==> src/rtl/bsz_pkg.sv <==
package bsz_pkg;
  localparam int LANES = 4;
  localparam int DW    = 8 * LANES;

  typedef enum logic [1:0] {W32, W16, W8} width_e;
  typedef enum logic {ST_IDLE, ST_BUS} state_e;

  // 8-bit indication wins over 16-bit
  function automatic width_e decode_width(input logic n8, input logic n16);
    if (!n8)       return W8;
    else if (!n16) return W16;
    else           return W32;
  endfunction
endpackage

==> src/rtl/bsz_next_be.sv <==
module bsz_next_be
  import bsz_pkg::*;
#(
  parameter int LANES = bsz_pkg::LANES
) (
  input  logic [LANES-1:0] cur_be_n,
  input  width_e           width,
  output logic [LANES-1:0] nxt_be_n,
  output logic             last
);
  localparam int HALF = LANES / 2;

  logic [LANES-1:0] low_bit;
  logic             found;

  // lowest enabled lane
  always_comb begin
    low_bit = '0;
    found   = 1'b0;
    for (int i = 0; i < LANES; i++) begin
      if (!cur_be_n[i] && !found) begin
        low_bit[i] = 1'b1;
        found      = 1'b1;
      end
    end
  end

  always_comb begin
    unique case (width)
      W8:  nxt_be_n = cur_be_n | low_bit;
      W16: begin
        if (!(&cur_be_n[HALF-1:0]))
          nxt_be_n = cur_be_n | {{(LANES-HALF){1'b0}}, {HALF{1'b1}}};
        else
          nxt_be_n = '1;
      end
      default: nxt_be_n = '1;
    endcase
    last = &nxt_be_n;
  end
endmodule

==> src/rtl/bsz_rd_merge.sv <==
module bsz_rd_merge #(
  parameter int LANES = 4
) (
  input  logic               clk,
  input  logic               rst_n,
  input  logic               clr,
  input  logic               cap,
  input  logic [LANES-1:0]   be_n,
  input  logic [8*LANES-1:0] rdata,
  output logic [8*LANES-1:0] acc
);
  for (genvar g = 0; g < LANES; g++) begin : g_lane
    always_ff @(posedge clk or negedge rst_n) begin
      if (!rst_n)                 acc[8*g +: 8] <= '0;
      else if (clr)               acc[8*g +: 8] <= '0;
      else if (cap && !be_n[g])   acc[8*g +: 8] <= rdata[8*g +: 8];
    end
  end
endmodule

==> src/rtl/bsz_seq.sv <==
module bsz_seq
  import bsz_pkg::*;
#(
  parameter int AW    = 30,
  parameter int LANES = bsz_pkg::LANES,
  localparam int DW   = 8 * LANES
) (
  input  logic             clk,
  input  logic             rst_n,
  input  logic             req_valid,
  output logic             req_ready,
  input  logic [AW-1:0]    req_addr,
  input  logic [LANES-1:0] req_be_n,
  input  logic             req_we,
  input  logic [DW-1:0]    req_wdata,
  input  logic             rdy_n,
  input  width_e           width,
  input  logic [LANES-1:0] nxt_be_n,
  input  logic             last,
  output logic             busy,
  output logic [AW-1:0]    addr_q,
  output logic [LANES-1:0] cur_be_n,
  output logic             we_q,
  output logic [DW-1:0]    wdata_q,
  output logic             done,
  output logic             accept
);
  state_e state;

  assign busy      = (state == ST_BUS);
  assign req_ready = (state == ST_IDLE);
  assign accept    = req_valid && req_ready;

  always_ff @(posedge clk or negedge rst_n) begin
    if (!rst_n) begin
      state    <= ST_IDLE;
      cur_be_n <= '1;
      addr_q   <= '0;
      we_q     <= 1'b0;
      wdata_q  <= '0;
      done     <= 1'b0;
    end else begin
      done <= 1'b0;
      unique case (state)
        ST_IDLE: if (accept) begin
          addr_q  <= req_addr;
          we_q    <= req_we;
          wdata_q <= req_wdata;
          if (&req_be_n) begin
            done <= 1'b1;              // empty request, no device cycle
          end else begin
            cur_be_n <= req_be_n;
            state    <= ST_BUS;
          end
        end
        ST_BUS: if (!rdy_n) begin
          if (last) begin
            done     <= 1'b1;
            cur_be_n <= '1;
            state    <= ST_IDLE;
          end else begin
            cur_be_n <= nxt_be_n;
          end
        end
        default: state <= ST_IDLE;
      endcase
    end
  end

  // ready only while idle
  p_ready_idle_r1: assert property (@(posedge clk) disable iff (!rst_n)
    req_ready |-> !busy);

  // 32-bit ready edge finishes the request
  p_wide_done_r2: assert property (@(posedge clk) disable iff (!rst_n)
    (busy && !rdy_n && width == W32) |=> (done && !busy));

  // R4 (and R3 priority): 8-bit cycle retires exactly one byte
  p_byte_step_r4: assert property (@(posedge clk) disable iff (!rst_n)
    (busy && !rdy_n && width == W8) |=>
      (!busy || $countones(cur_be_n) == $countones($past(cur_be_n)) + 1));

  // after a 16-bit cycle the low half is retired
  p_half_step_r5: assert property (@(posedge clk) disable iff (!rst_n)
    (busy && !rdy_n && width == W16) |=> (!busy || &cur_be_n[LANES/2-1:0]));

  // waiting cycle holds its enables
  p_hold_wait_r10: assert property (@(posedge clk) disable iff (!rst_n)
    (busy && rdy_n) |=> (busy && $stable(cur_be_n) && !done));

  // address fixed across the extra cycles
  p_addr_fixed_r7: assert property (@(posedge clk) disable iff (!rst_n)
    (busy && $past(busy)) |-> $stable(addr_q));
endmodule

==> src/rtl/bus_size_splitter.sv <==
module bus_size_splitter
  import bsz_pkg::*;
#(
  parameter int AW = 30
) (
  input  logic          clk,
  input  logic          rst_n,
  input  logic          req_valid,
  output logic          req_ready,
  input  logic [AW-1:0] req_addr,
  input  logic [3:0]    req_be_n,
  input  logic          req_we,
  input  logic [31:0]   req_wdata,
  output logic          dev_cyc,
  output logic [AW-1:0] dev_addr,
  output logic [3:0]    dev_be_n,
  output logic          dev_we,
  output logic [31:0]   dev_wdata,
  input  logic          dev_rdy_n,
  input  logic          dev_narrow16_n,
  input  logic          dev_narrow8_n,
  input  logic [31:0]   dev_rdata,
  output logic          done,
  output logic [31:0]   done_rdata
);
  width_e     width;
  logic [3:0] nxt_be_n;
  logic       last;
  logic       accept;

  assign width = decode_width(dev_narrow8_n, dev_narrow16_n);

  bsz_next_be #(.LANES(LANES)) u_next (
    .cur_be_n (dev_be_n),
    .width    (width),
    .nxt_be_n (nxt_be_n),
    .last     (last)
  );

  bsz_seq #(.AW(AW), .LANES(LANES)) u_seq (
    .clk       (clk),
    .rst_n     (rst_n),
    .req_valid (req_valid),
    .req_ready (req_ready),
    .req_addr  (req_addr),
    .req_be_n  (req_be_n),
    .req_we    (req_we),
    .req_wdata (req_wdata),
    .rdy_n     (dev_rdy_n),
    .width     (width),
    .nxt_be_n  (nxt_be_n),
    .last      (last),
    .busy      (dev_cyc),
    .addr_q    (dev_addr),
    .cur_be_n  (dev_be_n),
    .we_q      (dev_we),
    .wdata_q   (dev_wdata),
    .done      (done),
    .accept    (accept)
  );

  bsz_rd_merge #(.LANES(LANES)) u_merge (
    .clk   (clk),
    .rst_n (rst_n),
    .clr   (accept),
    .cap   (dev_cyc && !dev_rdy_n && !dev_we),
    .be_n  (dev_be_n),
    .rdata (dev_rdata),
    .acc   (done_rdata)
  );
endmodule

==> config.mk <==
export PLATFORM = sky130hd
export DESIGN_NAME = bus_size_splitter
export DESIGN_NICKNAME = d
export VERILOG_FILES = /design/src/rtl/bsz_pkg.sv /design/src/rtl/bsz_next_be.sv /design/src/rtl/bsz_rd_merge.sv /design/src/rtl/bsz_seq.sv /design/src/rtl/bus_size_splitter.sv
export SDC_FILE = /design/constraint.sdc
export NUM_CORES = 1
export LEC_CHECK = 0
export BUFFER_PORTS_ARGS = -buffer_cell sky130_fd_sc_hd__buf_2
export CAP_MARGIN = 5
export CORE_AREA = 2 2 102 104
export CTS_CLUSTER_DIAMETER = 80
export DETAILED_ROUTE_END_ITERATION = 10
export DIE_AREA = 0 0 104 106
export GPL_TIMING_DRIVEN = 0
export PLACE_DENSITY = 0.79
export SLEW_MARGIN = 10
export SYNTH_ARGS = -nofsm -noshare
export SYNTH_HDL_FRONTEND = slang
export SYNTH_SLANG_ARGS = --single-unit
==> constraint.sdc <==
create_clock -name clk -period 1.55 [get_ports clk]
set_input_delay 0.155 -clock clk [delete_from_list [all_inputs] [get_ports clk]]
set_output_delay 0.155 -clock clk [all_outputs]
set_load 0.02 [all_outputs]
# After elaboration in Yosys (flattened, before gate mapping)
# Cells that the tools add are included.
# W data, S select, Z words.
# totals
rom_bits,0
ff_bits,101
ram_bits,0
inputBits,105
latch_bits,0
mem_count,0
# classes
add_sub_neg,0
bitwise,2
eq_ne,5
n_mul,0
n_reduce_logical,27
muxes,33
order_cmp,0
div,0
shifts,0
# op_table
op,count
$mux W8,8
$mux W4,5
$pmux W4 S2,2
$mux W1,15
$logic_and A1 B1 Y1,10
$logic_not A1 Y1,8
$reduce_and A4 Y1,2
$reduce_bool A2 Y1,4
$ne A2 B2 Y1 const B,3
$or A4 B4 Y4,1
$pmux W1 S2,2
$reduce_and A2 Y1,2
$reduce_and A3 Y1,1
$eq A2 B1 Y1 const B,1
$eq A2 B2 Y1 const B,1
$mux W2,1
$not A1 Y1,1

# Longest topological paths before layout
# Gate-level depths: netlist (run 1).
# depth
depth_word,15
depth_mapped,6
mapped_depth_nobuf,4

# By module
# Synthesis (run 1) repeated with hierarchy kept, for this count alone.
# unflattened
cells_unflattened,327
hier_area_um2,4722.0
# modules_own_cells
module,instances,seq_area_each_um2,cells_each,area_per_inst_um2
bsz_seq,1,1731.7,161,2959.1
bsz_rd_merge,1,800.8,142,1610.3
bsz_next_be,1,0.0,21,130.1
bus_size_splitter,1,0.0,3,22.5

# Worst setup path before layout (run 1)
# Ideal clock, no wire load.
# synth_timing
path_kind,flip-flop to flip-flop
startpoint,reg u_seq.cur_be_n[1]
endpoint,reg u_seq.state (netlist: u_seq.busy)
setup_time_ns,0.118
stages_incl_launch_ff,6
period_less_slack_ns,1.653
arrival_time_ns,1.535
setup_slack_ns,-0.103
path_cell_list,dfstp_2 -> clkbuf_2 -> a311oi_1 -> a21o_1 -> a311o_1 -> a21o_1
# synth_between
elab_chain_cells,15
word_cells_on_any_way,19
cone_classes,mux (10); bitwise (1); reduce/logical (8)
# synth_rtl
item,line_no,source
"start, declared",bsz_seq.sv:22,"output logic [LANES-1:0] cur_be_n,"
"start signal, assigned",bsz_seq.sv:52,cur_be_n <= req_be_n;
"start signal, assigned",bsz_seq.sv:62,cur_be_n <= nxt_be_n;
$logic_not A1 Y1,bsz_next_be.sv:21,if (!cur_be_n[i] && !found) begin
$logic_and A1 B1 Y1,bsz_next_be.sv:21,
$mux W1,bsz_next_be.sv:21,
$logic_not A1 Y1,bsz_next_be.sv:21,
$logic_and A1 B1 Y1,bsz_next_be.sv:21,
$mux W1,bsz_next_be.sv:21,
$logic_not A1 Y1,bsz_next_be.sv:21,
$logic_and A1 B1 Y1,bsz_next_be.sv:21,
$mux W1,bsz_next_be.sv:21,
$or A4 B4 Y4,bsz_next_be.sv:30,W8: nxt_be_n = cur_be_n | low_bit;
$pmux W4 S2 (*),bsz_next_be.sv:29,unique case (width)
$reduce_and A4 Y1 (*),bsz_next_be.sv:39,last = &nxt_be_n;
$mux W1 (*),bsz_seq.sv:57,if (last) begin
$mux W1 (*),bsz_seq.sv:56,ST_BUS: if (!rdy_n) begin
$pmux W1 S2 (*),bsz_seq.sv:44,unique case (state)
"end signal, assigned",bsz_seq.sv:53,state <= ST_BUS;
"end signal, assigned",bsz_seq.sv:60,state <= ST_IDLE;
"end signal, assigned",bsz_seq.sv:65,default: state <= ST_IDLE;
"end, declared",bsz_seq.sv:28,state_e state;
# Every way passes the cells marked *; elsewhere a longest branch is shown, timed or not.
# A chain may end at the register's enable or synchronous reset.

# Worst setup path in the final report (run 1)
# Ends and elaborated chain as after synthesis.

==> results of run 1 <==
[how the worst max path moves through the flow]
stage,cells after the start,startpoint,endpoint
after detailed placement,5,u_seq.busy,u_seq.addr_q[1]
final,5,u_seq.cur_be_n[1],u_seq.busy
after global routing,5,u_seq.busy,u_seq.cur_be_n[3]
after global placement,1,rst_n,u_seq.addr_q[6]
after floorplan,5,u_seq.cur_be_n[1],u_seq.busy
after CTS,5,u_seq.cur_be_n[1],u_seq.busy
[layer usage]
metal | global-route usage (%) | wire length (um) | vias up
met3 | 4.78 | 647 | 24
met4 | 8.98 | 312 | 0
met5 | 0 | 0 | -
met2 | 39.5 | 6170 | 145
met1 | 26.9 | 5070 | 1934
li1 | - | - | 1966
[state kept, by name, indices dropped and copies added, names as in the netlist]
name / flops
u_seq.cur_be_n: 4
u_seq.wdata_q: 32
u_seq.busy: 1
u_merge.acc: 32
u_seq.done: 1
u_seq.we_q: 1
u_seq.addr_q: 30
[repair_timing]
item | CTS | global route
pin swaps | 1 | 2
resized for setup | 6 | 15
setup endpoints to repair | 89 | 77
hold endpoints to repair | 114 | 0
hold buffers | 67 | 0
buffers inserted | 0 | 6
[worst register-to-register path, delay by kind of cell (launching register included)]
family,cells,cell delay (ns)
DFF,1,0.56
buffers and inverters,1,0.13
AOI/OAI and AO/OA,4,0.74
[kinds of logic after synthesis]
group | Yosys count | share of synthesized area (%)
multiplexers | 3 | 0.747
AND/OR/NAND/NOR | 267 | 26.4
buffers and inverters | 24 | 3.18
flip-flops | 101 | 63.0
AO/OA/AOI/OAI | 46 | 6.63
[per-stage QoR]
step / area (um2) / TNS, ns
4_1_cts: 6110 / 0
6_report: 6170 / 0
3_3_place_gp: 5230 / -70.06
3_5_place_dp: 5260 / -12.00
2_1_floorplan: 4030 / 0
5_1_grt: 6170 / -0.0732
[cell type report]
| type | count | area, um2 | area share [%] |
|---|---|---|---|
| clock inverter | 1 | 5.00 | 0.0811 |
| buffer | 23 | 153 | 2.47 |
| multi-input combinational | 316 | 1360 | 22.0 |
| tap | 136 | 170 | 2.76 |
| inverter | 1 | 3.75 | 0.0608 |
| sequential | 101 | 2530 | 41.1 |
| timing repair buffer | 280 | 1780 | 28.8 |
| clock buffer | 14 | 173 | 2.80 |
[synth_stat cells (all sizes together)]
cell type / instances / share of area [%]
nand2b: 1 / 0.16
o211ai: 2 / 0.37
nor2: 7 / 1.6
o31ai: 2 / 0.37
and4: 1 / 0.22
o21ai: 35 / 4.4
clkbuf: 10 / 0.97
a311o: 1 / 0.25
or3b: 1 / 0.28
a311oi: 1 / 0.22
buf: 13 / 2.1
a221oi: 2 / 0.44
inv: 1 / 0.093
nor3b: 1 / 0.19
mux2i: 3 / 0.75
a21o: 2 / 0.37
dfstp: 4 / 2.6
o32a: 1 / 0.25
nor2b: 1 / 0.16
nand2: 255 / 24
dfrtp: 97 / 60
[cells in the final DEF, fill, tap and decap left out, types with 2 or more instances in the layout]
cell | Yosys | routed
a21o_1 | 2 | 2
a221oi_1 | 2 | 2
buf_2 | 5 | 210
buf_4 | 0 | 8
buf_6 | 4 | 4
clkbuf_1 | 9 | 3
clkbuf_2 | 1 | 9
clkbuf_8 | 0 | 12
dfrtp_1 | 97 | 96
dfstp_2 | 4 | 4
dlygate4sd3_1 | 0 | 67
mux2i_1 | 3 | 3
nand2_1 | 255 | 255
nor2_1 | 2 | 2
nor2_4 | 5 | 5
o211ai_1 | 2 | 2
o21ai_0 | 30 | 30
o21ai_1 | 5 | 5
o31ai_1 | 2 | 2
[power by group]
group / leakage [nW] / internal [W] / switching, W / total [W]
logic: 2.03 / 0.00185 / 0.00349 / 0.00534
registers: 1.28 / 0.00386 / 0.000742 / 0.00460
clock network: 0.0926 / 0.000708 / 0.000817 / 0.00152
==> metrics.cfg, run 1 <==
[detailed_routing]
drt-total-wl_um = 12200
drtAntennaViolNets = 0
via_per_inst = 4.67
via_count = 4069
drc = 0
drtIter0Drc = 238
dr.pass1.iters = 4
wl_per_cell_um = 14.0

[finish]
utilization_pct = 61.7
n_fill_cell = 818
drive_above_1_share_pct = 35.1
diodes = 0
area_delta_synth_final_pct = 53.6
fin_cells = 872
layout.nets = 837

[global_routing]
antenna_found_initial = 0
grt_pass1_vias = 4141
grtUsageTotal_pct = 22.4
grt_max_degree = 54
grt_pass1_wl_um = 19900
grt-ovfl-total = 0

[sta]
post-route-min-period_ns = 1.52
timing.hold.ws_ns = 0.0187
finalSetupViolCount = 0
worstMarginPinSlew_ns = 0.638
final_max_slew_viol_count = 0
timing.slew.headroom_pct = 57.4
fin_crit_sh_pct = 98.2
worst_slack_ns = 0.0276
final.setup_skew_ns = 0.00784
hold_viol_final = 0
rsz0062_at_grt = true
clock.fmax_mhz = 657

[clock_network]
cts_buffers = 9
clockBufferDepth = 2
clock_sink_count = 101
cts_root_buffer = clkbuf_8
cts_tree = built
clk_pin_slew_ns = 0.09
htreeDepth = 3
worst_skew_pair.late_latency_ns = 0.34

[floorplanning]
die_area_um2 = 11000
initial_core_util_pct = 40.2
core_um2 = 10000
ios = 207
placementRows = 37
die_x_um = 104
die_h_um = 106

[synth]
ys_ff_latch = 101
yosysSeqAreaShare_pct = 63.0
syn_area_um2 = 4020
syn_inst = 441
synth_nets = 546
yosys_warnings = 0
avgSynthCellArea_um2 = 9.11
synth.distinct_cells = 26

[run_status]
outcome = completed

[critical_path]
crit_path_top_delay_cell = dfstp_2
reg2regPathDepth = 5
rr_startpoint = u_seq.cur_be_n[1]
rrSetupSlack_ns = 0.03
critPathMostFrequentCell = a21o_1
worst_setup_path_end_kind = flip-flop
critical_path_class = flip-flop to flip-flop
r2r-end = u_seq.busy
worst-path-buf-inv = 1
max_stage_delay_ns = 0.56
crit_family = compound AO/OA/AOI/OAI gates
start_kind = flip-flop
worst_ep_required_time_ns = 1.79
crit_chain = buf_8 > a311oi_1 > a21o_1 > a311o_1 > a21o_1
cp.arrival_ns = 1.77
worst-path-max-fanout = 8

[place]
pre_cts_ws_ns = -0.223
dpl.hpwl_um = 8160
portBuffers = 206
place.gp.congestion = 0.825
dp_cells = 784

[worst_hold_path]
min_path_type = input port to flip-flop
worstHoldStart = req_addr[12]
hold-path-endpoint = u_seq.addr_q[12]
hold_path_depth = 3

[pwr]
power_density_nw_per_um2 = 1860
leakage_nw = 3.40
total_power_w = 0.0115
vdd_drop_max_uv = 895

[job]
maxCapViolCount = 0

(Power assumes the default switching activity.)
==> inputs of run 2 (changes only) <==
ABC_AREA = 1   (was not set)
CORE_AREA = 2 2 105 107   (was 2 2 102 104)
DIE_AREA = 0 0 107 109   (was 0 0 104 106)
==> metrics.cfg, run 2 <==
[global_routing]
grt_max_degree = 58  ; +7.4%
grt_use_met2_pct = 35.4  ; -4.1 points
busiest_layer = met2
met3_usage_pct = 5.08  ; +0.30 points
grt_pass1_wl_um = 18600  ; -6.2%
grt_use_met1_pct = 24.2  ; -2.7 points
grtUsageTotal_pct = 20.6  ; -1.9 points
grt-ovfl-total = 0  ; unchanged
grt_pass1_vias = 4030  ; -2.7%
antenna_found_initial = 0  ; unchanged

[finish]
top_regs = u_merge.acc: 32 flops, u_seq.wdata_q: 32 flops, u_seq.addr_q: 30 flops
final_common_cell = buf_2
layout.nets = 856  ; +2.3%
utilization_pct = 60.5  ; -1.2 points
drive_above_1_share_pct = 39.3  ; +4.3 points
diodes = 0  ; unchanged
n_fill_cell = 891  ; +8.9%
layout_common_cells = buf_2 (214), nand2_1 (212), dfrtp_1 (97)
fin_cells = 895  ; +2.6%
area_delta_synth_final_pct = 47.3

[clock_network]
clk_pin_slew_ns = 0.09  ; about the same
cts_root_buffer = clkbuf_8
clockBufferDepth = 2  ; unchanged
cts-resized-gates = 0  ; -6
postCtsSetupRepairBufs = 0  ; unchanged
clock_sink_count = 101  ; unchanged
htreeDepth = 3  ; unchanged
worst_skew_pair.late_latency_ns = 0.36  ; +0.02 ns
cts_tree = built
cts_buffers = 9  ; unchanged
ctsHoldBuffers = 60  ; -10%

[synth]
avgSynthCellArea_um2 = 9.22  ; +1.3%
synth_most_common_cell = nand2_1
yosysSeqAreaShare_pct = 58.2  ; -4.9 points
synth_commonest_cells = nand2_1 (212), dfrtp_1 (97), inv_1 (43)
synth_top_area_cell = dfrtp_1
synth.distinct_cells = 20  ; -23%
syn_area_um2 = 4350  ; +8.4%
synth_area_leaders = dfrtp_1 (56%), nand2_1 (18%), o21ai_2 (6.6%)
yosys_warnings = 0  ; unchanged
yosysTopAreaCellShare_pct = 55.7  ; -4.7 points
synth_edf_count = 0  ; unchanged
ys.flop_type = dfrtp_1
ys_ff_latch = 101  ; unchanged
async_flop_share_pct = 100  ; unchanged
syn_inst = 472  ; +7.0%
synth_nets = 577  ; +5.7%

[critical_path]
crit_chain = buf_6 > inv_6 > nand2_4 > buf_4 > buf_2 > nand2_1 > nand2_1
cp.arrival_ns = 1.68  ; -0.09 ns
worst_ep_required_time_ns = 1.85  ; +0.06 ns
max_stage_delay_ns = 0.37  ; -0.19 ns
worst-path-max-fanout = 10  ; +2
critPathMostFrequentCell = nand2_1
worst-path-buf-inv = 4  ; +3
worst_setup_path_end_kind = flip-flop
critical_path_class = flip-flop to flip-flop
crit_path_top_delay_cell = dfrtp_1
start_kind = flip-flop
crit_family = buffers and inverters

[pwr]
power_density_nw_per_um2 = 1910  ; +3.0%
vdd_drop_max_uv = 840  ; -6.2%
leakage_nw = 3.70  ; +8.8%

[floorplanning]
ios = 207  ; unchanged
initial_core_util_pct = 41.1  ; +0.89 points
core_um2 = 10600  ; +6.0%
placementRows = 38  ; +2.7%
die_area_um2 = 11700  ; +5.8%
die_h_um = 109  ; +2.8%
die_x_um = 107  ; +2.9%

[sta]
finalSetupViolCount = 0  ; unchanged
worst_slack_ns = 0.174  ; +0.147 ns
clock.fmax_mhz = 727  ; +11%
final_max_slew_viol_count = 0  ; unchanged
rsz0062_at_grt = false
final.setup_skew_ns = 0.0114  ; +0.00355 ns
fin_crit_sh_pct = 88.8  ; -9.5 points
timing.slew.headroom_pct = 51.0  ; -6.5 points
worstMarginPinSlew_ns = 0.735  ; +0.0968 ns
hold_viol_final = 0  ; unchanged
post-route-min-period_ns = 1.38  ; -0.147 ns

[detailed_routing]
drc = 0  ; unchanged
drtIter0Drc = 321  ; +35%
drt-total-wl_um = 12200  ; +0.12%
wl_per_cell_um = 13.6  ; -2.5%
dr.pass1.iters = 4  ; unchanged
via_count = 4160  ; +2.2%
via_per_inst = 4.65  ; -0.39%
drtAntennaViolNets = 0  ; unchanged

[place]
place.gp.congestion = 0.946  ; +15%
dp_cells = 819  ; +4.5%
portBuffers = 206  ; unchanged
pre_cts_ws_ns = 0.195  ; +0.418 ns
dpl.hpwl_um = 8430  ; +3.2%

[job]
maxCapViolCount = 0  ; unchanged

[worst_hold_path]
min_path_type = input port to flip-flop

[run_status]
outcome = completed

==> run 2: cell count changes after synthesis, sizes merged, moves of 3 or more <==
cell    delta
buf        +8
clkbuf     -9
mux2i      -3
inv       +44
nand3     +45
nand2     -42
==> run 2: layout make-up <==
| type | instances | area (um2) | share of cell area (%) |
|---|---|---|---|
| tap | 140 | 175 | 2.73 |
| clock inverter | 5 | 75.1 | 1.17 |
| sequential | 101 | 2530 | 39.5 |
| multi-input combinational | 304 | 1490 | 23.2 |
| inverter | 45 | 174 | 2.71 |
| buffer | 22 | 161 | 2.52 |
| clock buffer | 10 | 138 | 2.15 |
| timing repair buffer | 268 | 1670 | 26.1 |
==> run 2: path summary, 6_finish.rpt <==
path                                       from                end  slack (ns)  cells after the start
max in group asynchronous                 rst_n  u_seq.cur_be_n[1]        0.42                      3
worst min-delay path                req_addr[0]    u_seq.addr_q[0]        0.02                      3
min in group asynchronous                 rst_n  u_seq.wdata_q[23]        0.39                      2
worst max register to register       u_seq.busy   u_seq.addr_q[19]        0.17                      7
worst min register to register  u_seq.addr_q[7]    u_seq.addr_q[7]        0.49                      2
worst max-delay path                 u_seq.busy   u_seq.addr_q[19]        0.17                      7
==> run 2: layer usage <==
metal	vias up	share of wire (%)
li1	2008	-
met2	189	50
met4	0	3.0
met3	31	7.1
met1	1932	40
met5	-	0
==> run 2: cell families (layout without fill, tap and decap cells) <==
logic type / count (synthesis) / in the layout / synth area share (%)
AO/OA/AOI/OAI: 37 / 37 / 7.16
buffers and inverters: 67 / 350 / 7.70
flip-flops: 101 / 101 / 58.2
AND/OR/NAND/NOR: 267 / 267 / 27.0
==> run 2: worst register-to-register path, stage by stage (launching register included) <==
cell     delay (ns)
dfrtp_1        0.37
buf_6          0.14
inv_6          0.05
nand2_4        0.09
buf_4          0.22
buf_2          0.25
nand2_1        0.10
nand2_1        0.09
==> run 2: where the power goes <==
part / total, W / switching (W) / leakage [nW] / internal, W
combinational: 0.00590 / 0.00385 / 2.31 / 0.00205
clock: 0.00178 / 0.000844 / 0.112 / 0.000937
sequential: 0.00460 / 0.000716 / 1.28 / 0.00388
total: 0.0123 / 0.00541 / 3.70 / 0.00687
==> run 2: per-stage QoR <==
step	TNS, ns	hold slack, ns	power [W]	area, um2
floorplan	0	-0.141	0.00831	4350
global placement	-66.81	0.350	0.0102	5560
detailed placement	0	0.269	0.0104	5590
CTS	0	0.000650	0.0123	6400
global route	0	0.000768	0.0131	6410
finish	0	0.0200	0.0123	6410
==> inputs of run 3 (changes only) <==
BUFFER_PORTS_ARGS = not set   (was -buffer_cell sky130_fd_sc_hd__buf_2)
CORE_AREA = 2 2 91 93   (was 2 2 105 107)
DIE_AREA = 0 0 93 95   (was 0 0 107 109)
DONT_BUFFER_PORTS = 1   (was not set)
PLACE_DENSITY = 0.77   (was 0.79)
==> metrics.cfg, run 3 (synthesized netlist as in run 2, its figures left out) <==
[run_status]
outcome = finished, violations left
violations = negative hold slack

[critical_path]
critical_path_class = flip-flop to flip-flop
cp.arrival_ns = 1.75  ; +0.07 ns
worst_ep_required_time_ns = 1.83  ; -0.02 ns
r2r-end = u_seq.addr_q[12]
reg2regPathDepth = 8  ; +1
start_kind = flip-flop
worst-path-max-fanout = 10  ; unchanged
worst_setup_path_end_kind = flip-flop
rrSetupSlack_ns = 0.08  ; -0.09 ns
rr_startpoint = u_seq.busy

[detailed_routing]
wl_met1_um = 4250  ; -12%
wl_per_cell_um = 16.5  ; +21%
via_count = 3599  ; -13%
drc = 0  ; unchanged
top_layer = met4
wl_met2_um = 6010  ; -2.0%
via_per_inst = 5.22  ; +12%
drtAntennaViolNets = 0  ; unchanged
drt-total-wl_um = 11400  ; -6.7%
dr.pass1.iters = 4  ; unchanged
drtIter0Drc = 140  ; -56%
met3_length_um = 1020  ; +17%

[finish]
final_common_cell = nand2_1
diodes = 0  ; unchanged
layout.nets = 685  ; -20%
layout_common_cells = nand2_1 (212), dlygate4sd3_1 (97), dfrtp_1 (96)
top_regs = u_merge.acc: 32 flops, u_seq.wdata_q: 32 flops, u_seq.addr_q: 30 flops
area_delta_synth_final_pct = 30.3
drive_above_1_share_pct = 15.6  ; -24 points

[place]
dpl.hpwl_um = 7020  ; -17%
portBuffers = 0  ; -100%
place.gp.congestion = 0.883  ; -6.7%

[global_routing]
grtUsageTotal_pct = 25.7  ; +5.2 points
grt_max_degree = 102  ; +76%
grt-ovfl-total = 0  ; unchanged
grt_pass1_wl_um = 17600  ; -5.4%
antenna_found_initial = 0  ; unchanged
grt_pass1_vias = 3663  ; -9.1%

[floorplanning]
placementRows = 33  ; -13%
core_um2 = 7930  ; -25%
initial_core_util_pct = 54.9  ; +14 points
die_x_um = 93  ; -13%
die_area_um2 = 8840  ; -24%
die_h_um = 95  ; -13%
ios = 207  ; unchanged

[sta]
final.setup_skew_ns = 0.00925  ; -0.00214 ns
finalSetupViolCount = 0  ; unchanged
timing.hold.ws_ns = -0.521  ; -0.541 ns
setup_tns_ns = 0  ; unchanged
timing.slew.headroom_pct = 72.4  ; +21 points
fin_crit_sh_pct = 94.9  ; +6.1 points
final_max_slew_viol_count = 0  ; unchanged
hold_viol_final = 101  ; +101
clock.fmax_mhz = 680  ; -6.4%
post-route-min-period_ns = 1.47  ; +0.0948 ns
worstMarginPinSlew_ns = 0.413  ; -0.322 ns
rsz0062_at_grt = false

[clock_network]
ctsHoldBuffers = 97  ; +62%
clockBufferDepth = 2  ; unchanged
cts_root_buffer = clkbuf_8
clk_pin_slew_ns = 0.10  ; about the same
cts_buffers = 9  ; unchanged
htreeDepth = 3  ; unchanged
clock_sink_count = 101  ; unchanged
worst_skew_pair.late_latency_ns = 0.35  ; about the same
postCtsSetupRepairBufs = 0  ; unchanged
cts_tree = built

[pwr]
leakage_nw = 2.95  ; -20%
vdd_drop_max_uv = 979  ; +17%
power_density_nw_per_um2 = 1950  ; +2.1%

[job]
maxCapViolCount = 0  ; unchanged

[worst_hold_path]
min_path_type = input port to async pin

## run 3: how the worst max path moves through the flow
stage	startpoint	depth (start not counted)	end	slack (ns)
6_report	u_seq.busy	8	u_seq.addr_q[12]	0.08
5_1_grt	u_seq.busy	7	u_seq.wdata_q[31]	0.0002
4_1_cts	u_seq.busy	7	u_seq.addr_q[12]	0.01
3_5_place_dp	u_seq.busy	7	u_seq.addr_q[12]	0.04
3_3_place_gp	u_seq.busy	7	u_seq.addr_q[16]	0.08
2_1_floorplan	u_seq.busy	7	u_merge.acc[13]	0.23
## run 3: per-stage QoR
step | total power [W] | util [%] | instances | setup slack [ns] | instance area (um2)
finish | 0.0111 | 71.6 | 689 | 0.0793 | 5670
global route | 0.0118 | 71.6 | 689 | 0.000194 | 5670
CTS | 0.0111 | 71.5 | 689 | 0.0115 | 5670
detailed placement | 0.00909 | 56.6 | 577 | 0.0425 | 4490
global placement | 0.00893 | 56.6 | 577 | 0.0808 | 4490
floorplan | 0.00831 | - | 472 | 0.227 | 4350
## run 3: critical path, stage by stage, from the launching register on
cell and delay [ns]:
dfrtp_2 0.47, buf_6 0.16, inv_6 0.11, nand2_4 0.09, inv_2 0.09, buf_6 0.15
buf_4 0.18, nand2_1 0.07, nand2_1 0.08
## run 3: cell type report
class | instances | area [um2]
plain buffers | 22 | 166
clock buffers | 9 | 124
clock inverters | 6 | 86.3
fillers | 559 | 2250
inverters | 45 | 174
multi-input cells | 304 | 1490
flip-flops and latches | 101 | 2530
well taps | 105 | 131
repair buffers | 97 | 971
## run 3: where the power goes
part | internal, W | switching (W)
registers | 0.00388 | 0.00252
logic | 0.00119 | 0.00173
clock network | 0.000901 | 0.000868
## run 3: per-layer routing
metal | GRT usage (%) | vias up
met5 | 0 | -
li1 | - | 1671
met2 | 47.3 | 164
met1 | 28.2 | 1752
met4 | 5.39 | 0
met3 | 10.1 | 12
## run 3: timing repair
action	in CTS	in global routing
hold endpoints to repair	198	101
gates resized for setup	0	4
setup endpoints to repair	0	51
